<file path="config.mk">
export PLATFORM = sky130hd
export DESIGN_NAME = pp_port
export DESIGN_NICKNAME = d
export VERILOG_FILES = /design/src/rtl/pp_pkg.sv /design/src/rtl/pp_sync_edge.sv /design/src/rtl/pp_status.sv /design/src/rtl/pp_strobe_gen.sv /design/src/rtl/pp_port.sv
export SDC_FILE = /design/constraint.sdc
export NUM_CORES = 1
export LEC_CHECK = 0
export BUFFER_PORTS_ARGS = -buffer_cell sky130_fd_sc_hd__buf_4
export CAP_MARGIN = 15
export CORE_AREA = 2 2 64 66
export DETAILED_ROUTE_END_ITERATION = 10
export DIE_AREA = 0 0 66 68
export PLACE_DENSITY_LB_ADDON = 0.25
export REMOVE_ABC_BUFFERS = 1
export SYNTH_ARGS = -nofsm -noshare
export SYNTH_HDL_FRONTEND = slang
export SYNTH_SLANG_ARGS = --single-unit
</file>
<file path="constraint.sdc">
create_clock -name clk -period 4.4 [get_ports clk]
set_clock_uncertainty 0.2 [all_clocks]
set_input_delay 0 -clock clk [delete_from_list [all_inputs] [get_ports clk]]
set_output_delay 0 -clock clk [all_outputs]
set_load 0.02 [all_outputs]
</file>
<file path="src/rtl/pp_pkg.sv">
// Package: shared register addresses and configuration layout for the
// parallel port. Assumes a 2-bit register address space.
package pp_pkg;
    localparam int ADDR_W = 2;

    typedef enum logic [ADDR_W-1:0] {
        A_CTRL  = 2'd0,
        A_LATCH = 2'd1,
        A_DIR   = 2'd2,
        A_AUX   = 2'd3
    } pp_addr_e;

    // Writable control fields; the status bits (flag, overrun) live elsewhere.
    typedef struct packed {
        logic ien;     // interrupt enable, byte bit 6
        logic hs;      // handshake enable, byte bit 4
        logic oin;     // output-direction handshake, byte bit 3
        logic pls;     // pulsed (1) or interlocked (0), byte bit 2
        logic rise;    // strobe A active on rising (1) or falling (0) edge, byte bit 1
        logic pol_hi;  // strobe B active-high (1) or active-low (0), byte bit 0
    } pp_cfg_t;
endpackage

</file>
<file path="src/rtl/pp_sync_edge.sv">
// Module: synchronises an asynchronous strobe through STAGES flops and
// flags the selected edge for one cycle. Assumes STAGES >= 2.
module pp_sync_edge #(
    parameter int STAGES = 2
) (
    input  logic clk,
    input  logic rst_n,
    input  logic async_in,
    input  logic rise_sel,
    output logic edge_o
);
    logic [STAGES-1:0] sh_q;
    logic              prev_q;
    logic              s_now;

    // Purpose: shift the raw level through the synchroniser chain.
    always_ff @(posedge clk) begin
        if (!rst_n) sh_q <= '0;
        else        sh_q <= {sh_q[STAGES-2:0], async_in};
    end

    assign s_now = sh_q[STAGES-1];

    // Purpose: remember the last synchronised level for edge detection.
    always_ff @(posedge clk) begin
        if (!rst_n) prev_q <= 1'b0;
        else        prev_q <= s_now;
    end

    // Purpose: pick the rising or falling transition.
    always_comb begin
        edge_o = rise_sel ? (s_now & ~prev_q) : (~s_now & prev_q);
    end
endmodule

</file>
<file path="src/rtl/pp_status.sv">
// Module: input latch, status flag, overrun bit and the two-step clear.
// Assumes st_rd_i and lat_rd_i are single-cycle read strobes.
module pp_status #(
    parameter int DW = 8
) (
    input  logic          clk,
    input  logic          rst_n,
    input  logic          edge_i,
    input  logic [DW-1:0] pins_i,
    input  logic          st_rd_i,
    input  logic          lat_rd_i,
    output logic          flag_o,
    output logic          ovr_o,
    output logic          armed_o,
    output logic [DW-1:0] latch_o
);
    logic clr;

    // Purpose: a latch read completes the clear only once armed.
    always_comb clr = lat_rd_i & armed_o;

    // Purpose: capture pins on each active strobe edge.
    always_ff @(posedge clk) begin
        if (!rst_n)      latch_o <= '0;
        else if (edge_i) latch_o <= pins_i;
    end

    // Purpose: flag set by edge (edge wins over clear), cleared by sequence.
    always_ff @(posedge clk) begin
        if (!rst_n)      flag_o <= 1'b0;
        else if (edge_i) flag_o <= 1'b1;
        else if (clr)    flag_o <= 1'b0;
    end

    // Purpose: note a byte lost to a second strobe.
    always_ff @(posedge clk) begin
        if (!rst_n)                ovr_o <= 1'b0;
        else if (edge_i && flag_o) ovr_o <= 1'b1;
        else if (clr)              ovr_o <= 1'b0;
    end

    // Purpose: arm the clear on a status read seen with the flag set.
    always_ff @(posedge clk) begin
        if (!rst_n)                 armed_o <= 1'b0;
        else if (clr)               armed_o <= 1'b0;
        else if (st_rd_i && flag_o) armed_o <= 1'b1;
    end
endmodule

</file>
<file path="src/rtl/pp_strobe_gen.sv">
// Module: builds strobe B from a fixed-length pulse, an interlocked hold
// and a ready level, then applies the polarity. Assumes PULSE_CYCLES >= 1.
module pp_strobe_gen #(
    parameter int PULSE_CYCLES = 2
) (
    input  logic clk,
    input  logic rst_n,
    input  logic fire_i,
    input  logic hold_set_i,
    input  logic hold_clr_i,
    input  logic level_i,
    input  logic pol_hi_i,
    output logic hold_o,
    output logic stb_o
);
    localparam int CNT_W = $clog2(PULSE_CYCLES + 1);

    logic [CNT_W-1:0] cnt_q;
    logic             act;

    // Purpose: count down the active cycles of a pulse.
    always_ff @(posedge clk) begin
        if (!rst_n)            cnt_q <= '0;
        else if (fire_i)       cnt_q <= CNT_W'(PULSE_CYCLES);
        else if (cnt_q != '0)  cnt_q <= cnt_q - CNT_W'(1);
    end

    // Purpose: keep strobe active until acknowledged in interlocked output.
    always_ff @(posedge clk) begin
        if (!rst_n)          hold_o <= 1'b0;
        else if (hold_set_i) hold_o <= 1'b1;
        else if (hold_clr_i) hold_o <= 1'b0;
    end

    // Purpose: merge sources and apply polarity.
    always_comb begin
        act   = (cnt_q != '0) | hold_o | level_i;
        stb_o = pol_hi_i ? act : ~act;
    end
endmodule

</file>
<file path="src/rtl/pp_port.sv">
// Module: top of the parallel port. Decodes the register bus, holds the
// control, direction, port data and auxiliary registers, and selects the
// strobe B behaviour from the mode bits. Assumes one bus access per cycle.
module pp_port
    import pp_pkg::*;
#(
    parameter int DW           = 8,
    parameter int SYNC_STAGES  = 2,
    parameter int PULSE_CYCLES = 2
) (
    input  logic              clk,
    input  logic              rst_n,
    input  logic [ADDR_W-1:0] reg_addr,
    input  logic              reg_wr,
    input  logic              reg_rd,
    input  logic [DW-1:0]     reg_wdata,
    output logic [DW-1:0]     reg_rdata,
    input  logic [DW-1:0]     pins_in,
    output logic [DW-1:0]     pins_out,
    output logic [DW-1:0]     pins_oe,
    output logic [DW-1:0]     aux_out,
    input  logic              stb_a_in,
    output logic              stb_b_out,
    output logic              irq
);
    pp_cfg_t       cfg_q;
    logic [DW-1:0] ddr_q, port_q, aux_q, latch;
    logic          a_edge, flag, ovr, armed, hold;
    logic          st_rd, lat_rd, wr_ctrl, wr_port, wr_dir, wr_aux;
    logic          m_simple, m_in_hs, m_out_hs;
    logic          fire, hold_set, hold_clr, ready_lvl;
    pp_addr_e      addr;

    // Purpose: decode bus accesses.
    always_comb begin
        addr    = pp_addr_e'(reg_addr);
        st_rd   = reg_rd && addr == A_CTRL;
        lat_rd  = reg_rd && addr == A_LATCH;
        wr_ctrl = reg_wr && addr == A_CTRL;
        wr_port = reg_wr && addr == A_LATCH;
        wr_dir  = reg_wr && addr == A_DIR;
        wr_aux  = reg_wr && addr == A_AUX;
    end

    // Purpose: control register (status bits are read-only).
    always_ff @(posedge clk) begin
        if (!rst_n)       cfg_q <= '0;
        else if (wr_ctrl) cfg_q <= '{ien: reg_wdata[6], hs: reg_wdata[4],
                                     oin: reg_wdata[3], pls: reg_wdata[2],
                                     rise: reg_wdata[1], pol_hi: reg_wdata[0]};
    end

    // Purpose: direction, port data and auxiliary output registers.
    always_ff @(posedge clk) begin
        if (!rst_n) begin
            ddr_q  <= '0;
            port_q <= '0;
            aux_q  <= '0;
        end else begin
            if (wr_dir)  ddr_q  <= reg_wdata;
            if (wr_port) port_q <= reg_wdata;
            if (wr_aux)  aux_q  <= reg_wdata;
        end
    end

    pp_sync_edge #(.STAGES(SYNC_STAGES)) u_sync (
        .clk(clk), .rst_n(rst_n), .async_in(stb_a_in),
        .rise_sel(cfg_q.rise), .edge_o(a_edge)
    );

    pp_status #(.DW(DW)) u_stat (
        .clk(clk), .rst_n(rst_n), .edge_i(a_edge), .pins_i(pins_in),
        .st_rd_i(st_rd), .lat_rd_i(lat_rd), .flag_o(flag), .ovr_o(ovr),
        .armed_o(armed), .latch_o(latch)
    );

    // Purpose: choose which event drives strobe B in each mode.
    always_comb begin
        m_simple  = !cfg_q.hs;
        m_in_hs   = cfg_q.hs && !cfg_q.oin;
        m_out_hs  = cfg_q.hs && cfg_q.oin;
        fire      = (m_simple && wr_aux)
                  | (m_in_hs && cfg_q.pls && lat_rd)
                  | (m_out_hs && cfg_q.pls && wr_port);
        hold_set  = m_out_hs && !cfg_q.pls && wr_port;
        hold_clr  = a_edge || !(m_out_hs && !cfg_q.pls);
        ready_lvl = m_in_hs && !cfg_q.pls && !flag;
    end

    pp_strobe_gen #(.PULSE_CYCLES(PULSE_CYCLES)) u_stb (
        .clk(clk), .rst_n(rst_n), .fire_i(fire), .hold_set_i(hold_set),
        .hold_clr_i(hold_clr), .level_i(ready_lvl), .pol_hi_i(cfg_q.pol_hi),
        .hold_o(hold), .stb_o(stb_b_out)
    );

    // Purpose: read-data mux.
    always_comb begin
        unique case (addr)
            A_CTRL:  reg_rdata = {flag, cfg_q.ien, ovr, cfg_q.hs, cfg_q.oin,
                                  cfg_q.pls, cfg_q.rise, cfg_q.pol_hi};
            A_LATCH: reg_rdata = latch;
            A_DIR:   reg_rdata = ddr_q;
            default: reg_rdata = aux_q;
        endcase
    end

    // Purpose: drive pins and interrupt.
    always_comb begin
        pins_out = port_q;
        pins_oe  = ddr_q;
        aux_out  = aux_q;
        irq      = flag & cfg_q.ien;
    end
endmodule

</file>
==> flow_metrics.py <==
metrics = {
    "timing": {
        "fin_tns_setup_ps": 0,
        "min_period_ps": 1810,
        "tightest_slew_ps": 946,
        "relSlewSlack_pct": 36.8,
        "rsz0062_at_grt": "no",
        "setup_viol": 0,
        "worst_slack_ps": 2590,
        "hold_viol": 0,
        "maxSlewViolCount": 0,
        "fin_crit_sh_pct": 41.2,
        "fmax_mhz": 551,
    },
    "clock_tree": {
        "clk_latency_ps": 300,
        "numCtsBuffers": 5,
        "htreeDepth": 2,
        "cts_root_buffer": "clkbuf_8",
        "clk_pin_slew_ps": 80,
        "cts_sinks": 47,
        "clock_path_buffers": 2,
        "post-cts-setup-buffer-count": 0,
        "cts_tree": "done",
    },
    "drt": {
        "avgViaCountPerCell": 5.40,
        "wl_per_cell_microns": 15.4,
        "dr.pass1.iters": 4,
        "drtAntennaViolNets": 0,
        "drc": 0,
        "routed_wl_microns": 4870,
        "vias": 1712,
        "drtIter0Drc": 99,
    },
    "global_route": {
        "grt_start_max_net_pins": 42,
        "grt_pass1_wl_microns": 7850,
        "antenna_found_initial": 0,
        "grt.overflow.total": 0,
        "grt_pass1_vias": 1645,
        "grt_usage_pct": 24.1,
    },
    "die": {
        "dieArea_sq_um": 4490,
        "coreArea_sq_um": 3860,
        "ioPinCount": 57,
        "die_y_microns": 68,
        "num_rows": 23,
        "start_util_pct": 51.5,
        "fp.dieW_microns": 66,
    },
    "final_layout": {
        "fin_nets": 289,
        "areaGrowthSynthToFinish_pct": 37.4,
        "antenna_cells": 0,
        "final_cell_mix": "buf_4, dfxtp_1, nor2_1",
        "fillers": 319,
        "fin_util_pct": 70.7,
        "layout_commonest_cell": "buf_4",
        "drive_gt1_share_pct": 28.5,
        "final_cells": 317,
        "multi_input_area_sq_um": 973,
        "seq_area_sq_um": 941,
    },
    "yosys": {
        "ys_ff_latch": 47,
        "async_flop_share_pct": 0,
        "synth_edf_count": 0,
        "syn_avg_cell_area_sq_um": 10.4,
        "syn_inst": 191,
        "synthDistinctLibCells": 30,
        "yosys_warnings": 0,
        "ys_seq_area_share_pct": 47.4,
        "ys.flop_type": "dfxtp_1",
        "syn-cell-area_sq_um": 1990,
    },
    "outcome": {
        "status": "complete, no violations",
    },
    "worst_setup_path": {
        "cp_max_fo": 17,
        "crit_required_ps": 4400,
        "worst-path-buf-inv": 2,
        "critical_path_class": "primary input to flop",
        "end_kind": "flop",
        "max_stage_delay_ps": 600,
        "cp.arrival_ps": 1820,
        "startpoint_type": "primary input",
        "crit_slowest_cell": "nand3b_1",
        "cpLargestDelayFamily": "buffers and inverters",
        "crit_chain": "dlygate4sd3_1, buf_4, nand3b_1, a2111oi_2",
    },
    "pwr": {
        "power_leakage_nw": 1.25,
        "p_per_area_nw_per_um2": 302,
        "vdd_drop_max_v": 0.000347,
    },
    "flow_run": {
        "maxCapViolCount": 0,
    },
    "placement": {
        "dp.cells": 286,
        "place.gp.congestion": 0.724,
        "dp_slack_ps": 2670,
        "portBuffers": 56,
    },
    "worst_hold_path": {
        "holdCritPathClass": "flop to flop",
    },
}
==> path summary, 6_finish.rpt <==
path	from	endpoint	slack (ps)	depth (start not counted)
max	reg_addr[1]	u_stb.hold_o	2590	4
min	u_sync.sh_q[0]	u_sync.sh_q[1]	240	1
max reg2reg	cfg_q[1]	u_stat.latch_o[1]	2590	3
min reg2reg	u_sync.sh_q[0]	u_sync.sh_q[1]	240	1
==> area by class of cell <==
| cell class | count | area share (%) |
|---|---|---|
| Clock buffer | 6 | 2.66 |
| Clock inverter | 2 | 0.459 |
| Inverter | 2 | 0.275 |
| Sequential cell | 47 | 34.5 |
| Timing Repair Buffer | 80 | 24.1 |
| Tap cell | 50 | 2.29 |
| Multi-Input combinational cell | 130 | 35.7 |
==> power breakdown <==
group	internal [mW]	switching, mW	total, mW	leakage [nW]
clock network	0.111	0.141	0.252	0.0412
logic	0.0636	0.0582	0.122	0.824
registers	0.438	0.0103	0.448	0.382
total	0.613	0.210	0.823	1.25
==> state kept, by name, summed over array words and instances (netlist names) <==
register	cells
u_sync.prev_q	1
u_stat.latch_o	8
u_stb.hold_o	1
pins_out	8
pins_oe	8
u_stat.armed_o	1
cfg_q	6
u_stat.flag_o	1
u_stb.cnt_q	2
u_sync.sh_q	2
aux_out	8
u_stat.ovr_o	1
==> repair_timing <==
action | 4_1_cts | 5_1_grt
hold endpoints to repair | 46 | 0
setup endpoints to repair | 0 | 0
hold buffers | 23 | 0
gates resized for setup | 0 | 0
==> through the flow <==
stage               hold WS (ps)  instance area [sq um]  power [mW]
global placement            23.1                   2410       0.562
detailed placement          23.4                   2410       0.563
CTS                          242                   2730       0.830
global route                 277                   2730       0.861
finish                       239                   2730       0.823
floorplan                  -86.2                   1920       0.510
==> per-layer routing <==
metal / global-route usage [%] / vias up / routed length, microns
li1: - / 829 / -
met1: 29.3 / 817 / 2010
met2: 39.9 / 57 / 2460
met3: 6.58 / 9 / 294
met4: 11.7 / 0 / 112
met5: 0 / - / 0
==> Yosys cell counts (2+ instances only) <==
cell / instances / area, sq um
a21oi_1: 10 / 50.1
a31oi_1: 2 / 12.5
and2_1: 5 / 31.3
buf_2: 2 / 10.0
buf_4: 4 / 30.0
clkbuf_1: 4 / 15.0
dfxtp_1: 47 / 941
inv_1: 2 / 7.51
mux2i_1: 30 / 300
mux4_2: 8 / 180
nand2_1: 7 / 26.3
nand3_1: 9 / 45.0
nand3b_1: 4 / 30.0
nand4b_1: 2 / 17.5
nor2_1: 31 / 116
nor4_1: 2 / 12.5
o21ai_0: 9 / 45.0
==> cells by family after synthesis <==
kind of cell / share of synthesized area [%]
flip-flops: 47.4
AO/OA/AOI/OAI: 6.62
buffers and inverters: 3.59
AND/OR/NAND/NOR: 17.8
multiplexers: 24.2
XOR/XNOR: 0.441
Note: power is estimated with default switching activity, not from simulation.
